--- src/rtl/por_ovr_pkg.sv ---
package por_ovr_pkg;
  typedef enum logic [2:0] {
    SQ_IDLE   = 3'd0,  // wait for both lines high
    SQ_ARMED  = 3'd1,  // both high, waiting for data to fall
    SQ_DAT_LO = 3'd2,  // data low, clock high
    SQ_CLK_LO = 3'd3,  // clock low phase, timed
    SQ_CLK_HI = 3'd4   // clock high again, timed until data rises
  } seq_state_t;

  function automatic int unsigned ns_to_cyc(longint unsigned ns, longint unsigned mhz);
    return int'((ns * mhz + 64'd999) / 64'd1000);
  endfunction
endpackage

--- src/rtl/por_ovr_sync.sv ---
module por_ovr_sync #(
  parameter int unsigned W       = 2,
  parameter logic        RST_VAL = 1'b1
) (
  input  logic         clk,
  input  logic         rst_n,
  input  logic [W-1:0] d,
  output logic [W-1:0] q
);
  logic [W-1:0] meta_q;

  always_ff @(posedge clk or negedge rst_n) begin
    if (!rst_n) begin
      meta_q <= {W{RST_VAL}};
      q      <= {W{RST_VAL}};
    end else begin
      meta_q <= d;
      q      <= meta_q;
    end
  end
endmodule

--- src/rtl/por_ovr_timer.sv ---
module por_ovr_timer #(
  parameter int unsigned LIMIT = 1000
) (
  input  logic clk,
  input  logic rst_n,
  output logic done
);
  localparam int unsigned CW = $clog2(LIMIT + 1);
  localparam logic [CW-1:0] LIM = CW'(LIMIT);

  logic [CW-1:0] cnt_q, cnt_d;

  always_comb begin
    cnt_d = cnt_q;
    if (cnt_q != LIM) cnt_d = cnt_q + 1'b1;
  end

  always_ff @(posedge clk or negedge rst_n) begin
    if (!rst_n) cnt_q <= '0;
    else        cnt_q <= cnt_d;
  end

  assign done = (cnt_q == LIM);

  // once expired the interval stays expired until power is lost
  p_timer_sticky_r2: assert property (@(posedge clk) disable iff (!rst_n)
    done |=> done);
endmodule

--- src/rtl/por_ovr_seq.sv ---
module por_ovr_seq
  import por_ovr_pkg::*;
#(
  parameter int unsigned SHORT_CYC = 16,
  parameter int unsigned LONG_CYC  = 64
) (
  input  logic clk,
  input  logic rst_n,
  input  logic en,
  input  logic sda,
  input  logic scl,
  output logic hit
);
  localparam int unsigned MAXC = (SHORT_CYC > LONG_CYC) ? SHORT_CYC : LONG_CYC;
  localparam int unsigned CW   = $clog2(MAXC + 1);
  localparam logic [CW-1:0] SHORT_L = CW'(SHORT_CYC);
  localparam logic [CW-1:0] LONG_L  = CW'(LONG_CYC);
  localparam logic [CW-1:0] SAT_L   = CW'(MAXC);

  seq_state_t st_q, st_d;
  logic [CW-1:0] cnt_q, cnt_d;
  logic [CW-1:0] cnt_inc;

  assign cnt_inc = (cnt_q == SAT_L) ? cnt_q : cnt_q + 1'b1;

  always_comb begin
    st_d  = st_q;
    cnt_d = cnt_q;
    hit   = 1'b0;
    if (!en) begin
      st_d  = SQ_IDLE;
      cnt_d = '0;
    end else begin
      unique case (st_q)
        SQ_IDLE: if (sda && scl) st_d = SQ_ARMED;
        SQ_ARMED: begin
          if (!scl)      st_d = SQ_IDLE;
          else if (!sda) st_d = SQ_DAT_LO;
        end
        SQ_DAT_LO: begin
          if (sda) st_d = SQ_IDLE;
          else if (!scl) begin
            st_d  = SQ_CLK_LO;
            cnt_d = CW'(1);
          end
        end
        SQ_CLK_LO: begin
          if (sda) st_d = SQ_IDLE;
          else if (scl) begin
            if (cnt_q >= SHORT_L) begin
              st_d  = SQ_CLK_HI;
              cnt_d = CW'(1);
            end else begin
              st_d = SQ_IDLE;
            end
          end else begin
            cnt_d = cnt_inc;
          end
        end
        SQ_CLK_HI: begin
          if (!scl) st_d = SQ_IDLE;
          else if (sda) begin
            hit  = (cnt_q >= LONG_L);
            st_d = SQ_IDLE;
          end else begin
            cnt_d = cnt_inc;
          end
        end
        default: st_d = SQ_IDLE;
      endcase
    end
  end

  always_ff @(posedge clk or negedge rst_n) begin
    if (!rst_n) begin
      st_q  <= SQ_IDLE;
      cnt_q <= '0;
    end else begin
      st_q  <= st_d;
      cnt_q <= cnt_d;
    end
  end

  // the timed high phase is only reached after an accepted low phase
  p_hi_after_lo_r5: assert property (@(posedge clk) disable iff (!rst_n)
    (st_q == SQ_CLK_HI && $past(st_q) != SQ_CLK_HI) |-> $past(st_q) == SQ_CLK_LO);
  // completion is only possible from the timed high phase with the clock high
  p_hit_from_hi_r6: assert property (@(posedge clk) disable iff (!rst_n)
    hit |-> (st_q == SQ_CLK_HI && scl && en));
  // detection is held idle whenever it is not enabled
  p_idle_when_off_r3: assert property (@(posedge clk) disable iff (!rst_n)
    !en |=> st_q == SQ_IDLE);
endmodule

--- src/rtl/por_override_ctrl.sv ---
module por_override_ctrl
  import por_ovr_pkg::*;
#(
  parameter longint unsigned CLK_MHZ   = 32,
  parameter longint unsigned SETTLE_NS = 8_000_000,
  parameter longint unsigned SHORT_NS  = 500,
  parameter longint unsigned LONG_NS   = 2000,
  parameter longint unsigned POR_NS    = 600_000_000
) (
  input  logic clk,
  input  logic pwr_good,
  input  logic sda_in,
  input  logic scl_in,
  input  logic tc_wr,
  input  logic tc_wdata,
  output logic core_reset,
  output logic ovr_active,
  output logic presc_release
);
  localparam int unsigned SETTLE_CYC = ns_to_cyc(SETTLE_NS, CLK_MHZ);
  localparam int unsigned SHORT_CYC  = ns_to_cyc(SHORT_NS, CLK_MHZ);
  localparam int unsigned LONG_CYC   = ns_to_cyc(LONG_NS, CLK_MHZ);
  localparam int unsigned POR_CYC    = ns_to_cyc(POR_NS, CLK_MHZ);

  // reset: asserted asynchronously, released through two flops
  logic rst_meta_q, rst_n;
  always_ff @(posedge clk or negedge pwr_good) begin
    if (!pwr_good) begin
      rst_meta_q <= 1'b0;
      rst_n      <= 1'b0;
    end else begin
      rst_meta_q <= 1'b1;
      rst_n      <= rst_meta_q;
    end
  end

  logic [1:0] lines_s;
  logic sda_s, scl_s;
  por_ovr_sync #(.W(2), .RST_VAL(1'b1)) u_sync (
    .clk(clk), .rst_n(rst_n), .d({sda_in, scl_in}), .q(lines_s));
  assign sda_s = lines_s[1];
  assign scl_s = lines_s[0];

  logic settle_done, por_done;
  por_ovr_timer #(.LIMIT(SETTLE_CYC)) u_settle (
    .clk(clk), .rst_n(rst_n), .done(settle_done));
  por_ovr_timer #(.LIMIT(POR_CYC)) u_por (
    .clk(clk), .rst_n(rst_n), .done(por_done));

  logic testc_q, testc_d, ovr_q, ovr_d, pulse_q, pulse_d;
  logic seq_en, seq_hit, clr_wr, accept;

  assign seq_en = settle_done & ~por_done & ~ovr_q & testc_q;

  por_ovr_seq #(.SHORT_CYC(SHORT_CYC), .LONG_CYC(LONG_CYC)) u_seq (
    .clk(clk), .rst_n(rst_n), .en(seq_en), .sda(sda_s), .scl(scl_s), .hit(seq_hit));

  always_comb begin
    clr_wr  = tc_wr & ~tc_wdata;
    accept  = seq_hit & ~clr_wr;          // a clearing write wins a tie
    testc_d = tc_wr ? tc_wdata : testc_q;
    ovr_d   = ovr_q;
    if (clr_wr)      ovr_d = 1'b0;
    else if (accept) ovr_d = 1'b1;
    pulse_d = accept;
  end

  always_ff @(posedge clk or negedge rst_n) begin
    if (!rst_n) begin
      testc_q <= 1'b1;
      ovr_q   <= 1'b0;
      pulse_q <= 1'b0;
    end else begin
      testc_q <= testc_d;
      ovr_q   <= ovr_d;
      pulse_q <= pulse_d;
    end
  end

  assign core_reset    = ~(por_done | ovr_q);
  assign ovr_active    = ovr_q;
  assign presc_release = pulse_q;

  p_pulse_single_r8: assert property (@(posedge clk) disable iff (!rst_n)
    presc_release |=> !presc_release);
  p_pulse_with_entry_r8: assert property (@(posedge clk) disable iff (!rst_n)
    $rose(ovr_active) |-> presc_release);
  p_clear_wins_r9: assert property (@(posedge clk) disable iff (!rst_n)
    (tc_wr && !tc_wdata) |=> (!ovr_active && !presc_release));
  p_entry_needs_testc_r10: assert property (@(posedge clk) disable iff (!rst_n)
    $rose(ovr_active) |-> $past(testc_q));
  p_override_releases_r7: assert property (@(posedge clk) disable iff (!rst_n)
    ovr_active |-> !core_reset);
  p_expired_stays_out_r11: assert property (@(posedge clk) disable iff (!rst_n)
    (!core_reset && !ovr_active) |=> !core_reset);
endmodule

--- config.mk ---
export PLATFORM = sky130hd
export DESIGN_NAME = por_override_ctrl
export DESIGN_NICKNAME = d
export VERILOG_FILES = /design/src/rtl/por_ovr_pkg.sv /design/src/rtl/por_ovr_sync.sv /design/src/rtl/por_ovr_timer.sv /design/src/rtl/por_ovr_seq.sv /design/src/rtl/por_override_ctrl.sv
export SDC_FILE = /design/constraint.sdc
export NUM_CORES = 1
export LEC_CHECK = 0
export BUFFER_PORTS_ARGS = -buffer_cell sky130_fd_sc_hd__buf_2
export CORE_MARGIN = 2
export CORE_UTILIZATION = 65
export DETAILED_ROUTE_END_ITERATION = 16
export MAX_ROUTING_LAYER = met4
export PLACE_DENSITY = 0.95
export SYNTH_ARGS = -nofsm -noshare
export SYNTH_HDL_FRONTEND = slang
export SYNTH_SLANG_ARGS = --single-unit
export TNS_END_PERCENT = 100
--- constraint.sdc ---
create_clock -name clk -period 3.2 [get_ports clk]
set_input_delay 0.16 -clock clk [delete_from_list [all_inputs] [get_ports clk]]
set_output_delay 0.16 -clock clk [all_outputs]
set_load 0.03 [all_outputs]
Yosys cells after proc, flatten, opt, wreduce, memory -nomap -nowiden
Index checks and enable logic that the tools add are counted.
Widths: inputs -> output; s select.
{ "totals": {"reg_bits": 62, "inputBits": 6, "elab_cells": 81, "output_inout_bits": 3} }
{ "op_classes": {"order_cmp": 2, "reduce_logical": 5, "bitwise": 11, "addsub": 3, "n_eq_ne": 21, "n_mux": 28} }
{ "ops": {"columns": ["operator", "count"], "rows": [
  ["$mux 7", 9],
  ["$mux 3", 11],
  ["$add 25x1->25 const B", 1],
  ["$eq 25x25->1 const B", 1],
  ["$ne 25x25->1 const B", 1],
  ["$ne 4x4->1 const B", 6],
  ["$pmux 7 s3", 1],
  ["$add 18x1->18 const B", 1],
  ["$eq 18x18->1 const B", 1],
  ["$ne 18x18->1 const B", 1],
  ["$ne 3x3->1 const B", 6],
  ["$pmux 3 s5", 1],
  ["$add 7x1->7 const B", 1],
  ["$eq 7x7->1 const B", 1],
  ["$ge 7x5->1 const B", 1],
  ["$ge 7x7->1 const B", 1],
  ["$reduce_and 7->1", 1],
  ["$eq 3x2->1 const B", 2],
  ["$mux 1", 6],
  ["$and 1x1->1", 5],
  ["$not 1->1", 5],
  ["$reduce_and 5->1", 1],
  ["$eq 3x1->1 const B", 1],
  ["$eq 3x3->1 const B", 1],
  ["4 further kinds", 4]
]} }

Depth between registers and ports, before layout
Gate-level depths: netlist of run 1.
{ "depth": {"word_depth": 9, "ltp_mapped": 7, "mapped_depth_nobuf": 7} }

Hierarchy
From an unflattened synthesis of run 1, not the netlist that was laid out.
{ "hier_totals": {"cells_unflattened": 277, "area_unflattened_um2": 3085.5} }
{ "modules_own_cells": {"columns": ["mod", "seq_area_each_um2", "cells_each", "instances", "area_each_um2"], "rows": [
  ["por_ovr_timer (u_por)", 625.6, 111, 1, 1241.2],
  ["por_ovr_timer (u_settle)", 450.4, 71, 1, 822.0],
  ["por_ovr_seq", 250.2, 78, 1, 739.5],
  ["por_override_ctrl", 126.4, 13, 1, 177.7],
  ["por_ovr_sync", 105.1, 4, 1, 105.1]
]} }

Worst setup path before layout of run 1
No wires, ideal clock.
{ "synth_timing": {"kind": "flip-flop to flip-flop", "startpoint": "reg u_seq.st_q[1]", "endpoint": "reg u_seq.cnt_q[5]", "required_ps": 3119, "t_arrival_ps": 1556, "setup_ps": 81, "setup_slack_ps": 1563, "path_stages_with_launch": 6, "period_less_slack_ps": 1637, "n_path_buf": 0, "cell_sequence": "dfrtp_1 -> nor3b_2 -> nand2_2 -> a21o_4 -> or4_1 -> a21oi_1"} }
{ "synth_via": {"elab_chain_cells": 3} }
{ "synth_rtl": {"columns": ["item", "line", "rtl"], "rows": [
  ["from (decl)", "por_ovr_seq.sv:20", "seq_state_t st_q, st_d;"],
  ["from (signal assigned)", "por_ovr_seq.sv:79", "st_q <= st_d;"],
  ["$eq 3x2->1 / $eq 3x3->1 (equally long branches)", "por_ovr_seq.sv:34", "unique case (st_q)"],
  ["$ne 4x4->1 (no line), or another cell as far along", null, null],
  ["$reduce_and 7->1 (no line) / $mux 7 (equally long branches)", null, null],
  ["to (signal assigned)", "por_ovr_seq.sv:80", "cnt_q <= cnt_d;"],
  ["to (decl)", "por_ovr_seq.sv:21", "logic [CW-1:0] cnt_q, cnt_d;"]
]} }
Parallel ways exist; a longest one is shown, timed or not.
A chain may end at the register's enable or synchronous reset.

Worst setup path in the final report of run 1
{ "layout_timing": {"startpoint": "reg u_por.cnt_q[0]", "endpoint": "out core_reset"} }
{ "layout_via": {"elab_chain_cells": 3} }
{ "layout_rtl": {"columns": ["item", "line", "rtl"], "rows": [
  ["from (decl)", "por_ovr_timer.sv:11", "logic [CW-1:0] cnt_q, cnt_d;"],
  ["from (signal assigned)", "por_ovr_timer.sv:20", "else cnt_q <= cnt_d;"],
  ["$eq 25x25->1", "por_ovr_timer.sv:23", "assign done = (cnt_q == LIM);"],
  ["$or 1x1->1", "por_override_ctrl.sv:80", "assign core_reset = ~(por_done | ovr_q);"],
  ["$not 1->1", "por_override_ctrl.sv:80", null],
  ["to (decl)", "por_override_ctrl.sv:16", "output logic core_reset,"]
]} }
Every way passes these cells.

==> results.json, run 1 <==
{
  "status": "completed",
  "wl_per_cell_um": 16.5,
  "cellPowerDensity_nw_per_um2": 430,
  "grt_antenna_before_repair": 0,
  "die_h_um": 71.0,
  "grt_first_pass_wirelength_mm": 10.1,
  "hpwl_mm": 3.81,
  "cts-root-buf": "clkbuf_8",
  "stdcell_area_um2": 3200,
  "pwr-share-clk_pct": 40.1,
  "final_cell_mix": "dfrtp_1, xnor2_1, nand3_1",
  "crit_chain": "inv_1 > ha_1 > nor4b_1 > nand4_1 > nor2_1 > nor2_1 > buf_2",
  "synth_cells": 272,
  "regToRegStartpoint": "u_settle.cnt_q[6]",
  "die_w_um": 71.0,
  "syn_nets": 284,
  "synth_compound_area_share_pct": 5.84,
  "syn_area_per_cell_um2": 10.7,
  "vias_per_cell": 6.09,
  "area_growth_pct": 9.87,
  "layout_commonest_cell": "dfrtp_1",
  "netSwitchingFraction_pct": 21.6,
  "ctsHoldBuffers": 3,
  "p_comb_share_pct": 1.5,
  "max_slew_margin_pct": 58.0,
  "p_sw_mw": 0.298,
  "cts_tree": "done",
  "dr.pass1.iters": 5,
  "fmax_mhz": 514,
  "whs_endpoint": "testc_q",
  "dieArea_um2": 5040,
  "start_util_pct": 67.4,
  "r2r_slack_ps": 1320,
  "crit_path_end_kind": "output pin",
  "timing.final.crit_share_pct": 60.8,
  "cellLeakagePower_nw": 1.39,
  "crit_buf_inv": 2,
  "grt_max_degree": 33,
  "startpoint_type": "flip-flop",
  "cts_made_buffers": 9,
  "worst_skew_pair.late_latency_ps": 340,
  "synth_top_family_by_area": "simple AND/OR/NAND/NOR gates",
  "hold_viol_final": 0,
  "setup_violations": 0,
  "rows": 24,
  "ios": 9,
  "cts_max_level": 3,
  "cp_data_arrival_time_ps": 1790,
  "synth_warnings": 0,
  "routabilityCongestion": 0.917,
  "dpl-instance-area_um2": 3020,
  "ys_ff_latch": 62,
  "cts_sinks": 62,
  "grt-ovfl-total": 0,
  "synthSimpleGateAreaFrac_pct": 23.3,
  "ys_seq_area_share_pct": 53.4,
  "synth_mux_area_share_pct": 0.730,
  "route.antenna.remaining_nets": 0,
  "required_ps": 3040,
  "critPathSlowestCell": "dfrtp_1",
  "nets": 305,
  "rsz0062_at_grt": "false",
  "design.core.area_um2": 4320,
  "drv_slew": 0,
  "netlist_area_um2": 2920,
  "drt_wl_total_mm": 5.76,
  "port_buffers": 8,
  "ys_types": 46,
  "grt_usage_pct": 27.2,
  "fill_cells": 284,
  "max_stage_delay_ps": 420,
  "synth-xor-area-share_pct": 12.3,
  "crit_type": "flip-flop to output pin",
  "hold_class": "input port to flip-flop",
  "min_path_cells": 2,
  "irDropWorstVdd_mv": 0.388,
  "post-cts-setup-buffers": 0,
  "utilization_pct": 74.1,
  "fin_crit_ps": 1950,
  "fin_worst_skew_ps": 9.22,
  "cts.clk_slew.worst_paths_ps": 70,
  "internal_power_mw": 1.08,
  "drive_gt1_share_pct": 12.8,
  "tns_ps": 0,
  "clock_path_buffers": 2,
  "power_frac_seq_pct": 58.4,
  "reg2reg_depth": 5,
  "vias": 2133,
  "reg2reg_to": "u_seq.st_q[2]",
  "path_common_cell": "nor2_1",
  "drt-initial-drc-count": 172,
  "worst_pin_slew_ps": 630,
  "synth_fa_ha_area_share_pct": 2.58,
  "hold_start": "tc_wr",
  "insertedDiodeCount": 0,
  "grt_pass1_vias": 2153,
  "multi_input_area_um2": 1310,
  "regArea_um2": 1560,
  "drc": 0,
  "cp_max_fo": 4,
  "cts_resized": 0,
  "maxCapViolCount": 0,
  "path_delay_family": "simple AND/OR/NAND/NOR gates"
}
==> per-stage QoR <==
stage,setup WS [ps],hold slack [ps],power [mW],cells
after global routing,1120,44.1,1.43,350
after detailed placement,1370,-54.4,0.835,331
final,1250,57.0,1.38,350
after global placement,1430,-55.3,0.833,331
after floorplan,1350,-136,0.824,272
after CTS,1220,42.2,1.39,350
==> worst max-delay path by stage <==
stage                            from        endpoint  slack [ps]  cells past startpoint
CTS                    u_por.cnt_q[0]      core_reset        1220                      7
finish                 u_por.cnt_q[0]      core_reset        1250                      7
global placement       u_por.cnt_q[0]  u_seq.cnt_q[6]        1430                      7
floorplan                       rst_n      ovr_active        1350                      0
global route        u_settle.cnt_q[6]   u_seq.st_q[2]        1120                      5
detailed placement  u_settle.cnt_q[6]   u_seq.st_q[2]        1370                      5
==> state kept, by name, summed over array words and instances (netlist names), 2 cells and up <==
signal / cells
u_settle.cnt_q: 18
u_sync.q: 2
u_por.cnt_q: 25
u_seq.st_q: 3
u_seq.cnt_q: 7
u_sync.meta_q: 2
==> per-layer routing <==
metal | share of wire, % | global-route usage [%]
met1 | 42 | 34.3
met2 | 51 | 40.4
met3 | 4.9 | 9.69
met4 | 2.0 | 11.1
met5 | 0 | -
==> logic make-up after synthesis <==
logic type | count (synthesis)
adders and majority gates | 6
and+or+nand+nor | 119
muxes | 2
xor gates and xnor gates | 41
buffers and inverters | 13
DFF | 62
AOI/OAI and AO/OA | 28
other | 1
==> synth_stat cells (all sizes together) <==
cell | number | area share (%)
dfrtp | 57 | 49
xnor2 | 32 | 9.6
nand3 | 22 | 3.8
nand2 | 20 | 2.7
nor2 | 20 | 2.6
o21ai | 12 | 2.2
inv | 11 | 1.4
a21oi | 10 | 1.7
nand4 | 10 | 2.1
and3 | 9 | 1.9
xor2 | 9 | 2.7
nor3 | 7 | 1.4
ha | 6 | 2.6
dfstp | 5 | 4.5
and4 | 4 | 1.2
nor4 | 4 | 0.86
nand3b | 3 | 0.77
nand4b | 3 | 1.1
nor4b | 3 | 0.90
and2 | 2 | 0.43
nor2b | 2 | 0.43
nor3b | 2 | 0.69
a211o | 1 | 0.34
a211oi | 1 | 0.26
a21o | 1 | 0.51
a31o | 1 | 0.30
and2b | 1 | 0.26
and4bb | 1 | 0.43
buf | 1 | 0.17
clkbuf | 1 | 0.13
conb | 1 | 0.13
mux2 | 1 | 0.39
mux2i | 1 | 0.34
nand2b | 1 | 0.21
nand4bb | 1 | 0.39
nor4bb | 1 | 0.34
o22ai | 1 | 0.21
o31a | 1 | 0.30
or2 | 1 | 0.21
or3b | 1 | 0.30
or4 | 1 | 0.26
==> power by group through the flow <==
| stage | combinational, mW | clock, mW | sequential (mW) |
|---|---|---|---|
| 2_1_floorplan | 0.00401 | 0 | 0.820 |
| 3_3_place_gp | 0.0168 | 0 | 0.817 |
| 3_5_place_dp | 0.0180 | 0 | 0.817 |
| 4_1_cts | 0.0214 | 0.564 | 0.803 |
| 5_1_grt | 0.0244 | 0.602 | 0.805 |
| 6_report | 0.0213 | 0.552 | 0.803 |
==> cell type report <==
class	count	area share [%]
timing repair buffer	12	2.42
sequential	62	48.7
clock inverter	2	0.313
clock buffer	14	4.45
tap	52	2.03
multi-input combinational	197	40.8
inverter	11	1.29
(Power assumes the default switching activity.)
==> inputs of run 2 (changes only) <==
--- a/config.mk
+++ b/config.mk
@@ -7,10 +7,10 @@
 export LEC_CHECK = 0
 export BUFFER_PORTS_ARGS = -buffer_cell sky130_fd_sc_hd__buf_2
 export CORE_MARGIN = 2
-export CORE_UTILIZATION = 65
+export CORE_UTILIZATION = 55
 export DETAILED_ROUTE_END_ITERATION = 16
 export MAX_ROUTING_LAYER = met4
-export PLACE_DENSITY = 0.95
+export PLACE_DENSITY = 0.87
 export SYNTH_ARGS = -nofsm -noshare
 export SYNTH_HDL_FRONTEND = slang
 export SYNTH_SLANG_ARGS = --single-unit
==> constraint.sdc (replaced) <==
create_clock -name clk -period 1.7 [get_ports clk]
set_input_delay 0.085 -clock clk [delete_from_list [all_inputs] [get_ports clk]]
set_output_delay 0.085 -clock clk [all_outputs]
set_load 0.03 [all_outputs]
==> results.json, run 2 (synthesized netlist as in run 1, its figures left out) <==
{
  "largestRegisters": "u_por.cnt_q (25), u_settle.cnt_q (18), u_seq.cnt_q (7)",
  "start_util_pct": 57.1,
  "die_h_um": 76.8,
  "clock_path_buffers": 2,
  "drt-initial-drc-count": 176,
  "drv_slew": 0,
  "port_buffers": 8,
  "nets": 360,
  "grt_pass1_vias": 2370,
  "grt_first_pass_wirelength_mm": 10.6,
  "drt_wl_total_mm": 7.53,
  "dpl-instance-area_um2": 3360,
  "fmax_mhz": 548,
  "die_w_um": 76.8,
  "whs_ps": 21.7,
  "max_slew_margin_pct": 66.8,
  "crit_type": "flip-flop to flip-flop",
  "startpoint_type": "flip-flop",
  "failed_checks": "negative setup slack",
  "maxCapViolCount": 0,
  "stdcell_area_um2": 3900,
  "grt_usage_pct": 23.8,
  "timing.final.crit_share_pct": 107,
  "crit_buf_inv": 1,
  "regMostFlops": "u_por.cnt_q",
  "grt-ovfl-total": 0,
  "ios": 9,
  "area_growth_pct": 33.8,
  "p_sw_mw": 0.591,
  "cts_tree": "done",
  "drc": 0,
  "r2r_slack_ps": -120,
  "crit_chain": "nor4b_2 > nand4b_1 > nor3_4 > nand4b_4 > buf_6 > nor3_2",
  "drive_gt1_share_pct": 36.5,
  "largest_reg_flops": 25,
  "routabilityCongestion": 0.799,
  "pwr-share-clk_pct": 42.3,
  "netSwitchingFraction_pct": 21.8,
  "critPathSlowestCell": "dfrtp_1",
  "route.antenna.remaining_nets": 0,
  "wl_per_cell_um": 17.8,
  "irDropWorstVdd_mv": 0.691,
  "cp_max_fo": 6,
  "setup_violations": 10,
  "fin_crit_ps": 1820,
  "cts_made_buffers": 9,
  "hold_viol_final": 0,
  "internal_power_mw": 2.12,
  "cellLeakagePower_nw": 1.76,
  "hpwl_mm": 4.30,
  "grt_max_degree": 28,
  "layout_commonest_cell": "dfrtp_1",
  "insertedDiodeCount": 0,
  "status": "complete, but fails checks",
  "path_delay_family": "simple AND/OR/NAND/NOR gates",
  "rsz0062_at_grt": "true",
  "p_comb_share_pct": 2.1,
  "fin_worst_skew_ps": 16.1,
  "worst_skew_pair.late_latency_ps": 340,
  "dieArea_um2": 5900,
  "design.core.area_um2": 5110,
  "worst_pin_slew_ps": 493,
  "vias": 2470,
  "cts_max_level": 3,
  "cts-root-buf": "clkbuf_8",
  "setup_ws_ps": -124,
  "vias_per_cell": 5.84,
  "cellPowerDensity_nw_per_um2": 696,
  "hold_class": "input port to flip-flop",
  "cts.clk_slew.worst_paths_ps": 70,
  "final_cell_mix": "dfrtp_1, buf_4, xnor2_1",
  "rows": 26,
  "power_frac_seq_pct": 55.6,
  "grt_antenna_before_repair": 0,
  "max_stage_delay_ps": 390,
  "cts_sinks": 62,
  "dr.pass1.iters": 5,
  "required_ps": 1940,
  "crit_path_end_kind": "flip-flop",
  "cp_data_arrival_time_ps": 2070
}
run 2: final cells by class:
class,instances,area [µm²]
fillers,317,1210
well taps,70,87.6
repair buffers,67,527
multi-input cells,197,1510
flip-flops and latches,62,1560
clock buffers,15,166
clock inverters,1,5.00
inverters,11,41.3
run 2: worst paths after layout:
path / start / to / depth (start not counted)
setup / recovery: u_settle.cnt_q[3] / u_seq.cnt_q[6] / 6
max in group asynchronous: rst_n / u_sync.meta_q[1] / 1
min in group asynchronous: pwr_good / rst_meta_q / 2
hold reg to reg: rst_n / u_settle.cnt_q[9] / 0
hold / removal: tc_wdata / testc_q / 3
setup reg to reg: u_settle.cnt_q[3] / u_seq.cnt_q[6] / 6
run 2: per-stage QoR:
stage | std cells | TNS (ps) | power [mW] | setup WS (ps) | utilization, %
2_1_floorplan | 272 | 0 | 1.55 | 63.1 | -
3_5_place_dp | 389 | -1590 | 1.58 | -163 | 65.7
3_3_place_gp | 389 | -680 | 1.58 | -83.6 | 65.7
5_1_grt | 423 | -2820 | 2.81 | -246 | 76.4
4_1_cts | 415 | -508 | 2.71 | -50.5 | 72.1
6_report | 423 | -828 | 2.71 | -124 | 76.4
run 2: tightest hold or removal path: stages:
cell and delay (ps):
buf_2 120, nand2_1 60, o21ai_0 90
run 2: what timing repair did:
item | CTS | global route
setup buffers | 6 | 11
hold buffers | 4 | 0
endpoints found under the hold margin | 5 | 0
endpoints found under the setup margin | 15 | 23
gates resized for setup | 16 | 39
pin swaps | 6 | 15
run 2: layer usage:
layer / global-route usage, % / vias to the layer above / share of wire [%]
met2: 40.0 / 101 / 53
met1: 27.6 / 1240 / 40
met3: 6.12 / 20 / 4.8
met5: - / - / 0
met4: 8.73 / 0 / 2.4
li1: - / 1109 / -
run 2: power groups by stage:
stage               clock (mW)  sequential [mW]  combinational [mW]
finish                    1.15             1.51              0.0563
global route              1.23             1.51              0.0632
CTS                       1.14             1.51              0.0561
detailed placement           0             1.53              0.0485
global placement             0             1.53              0.0461
floorplan                    0             1.54             0.00755
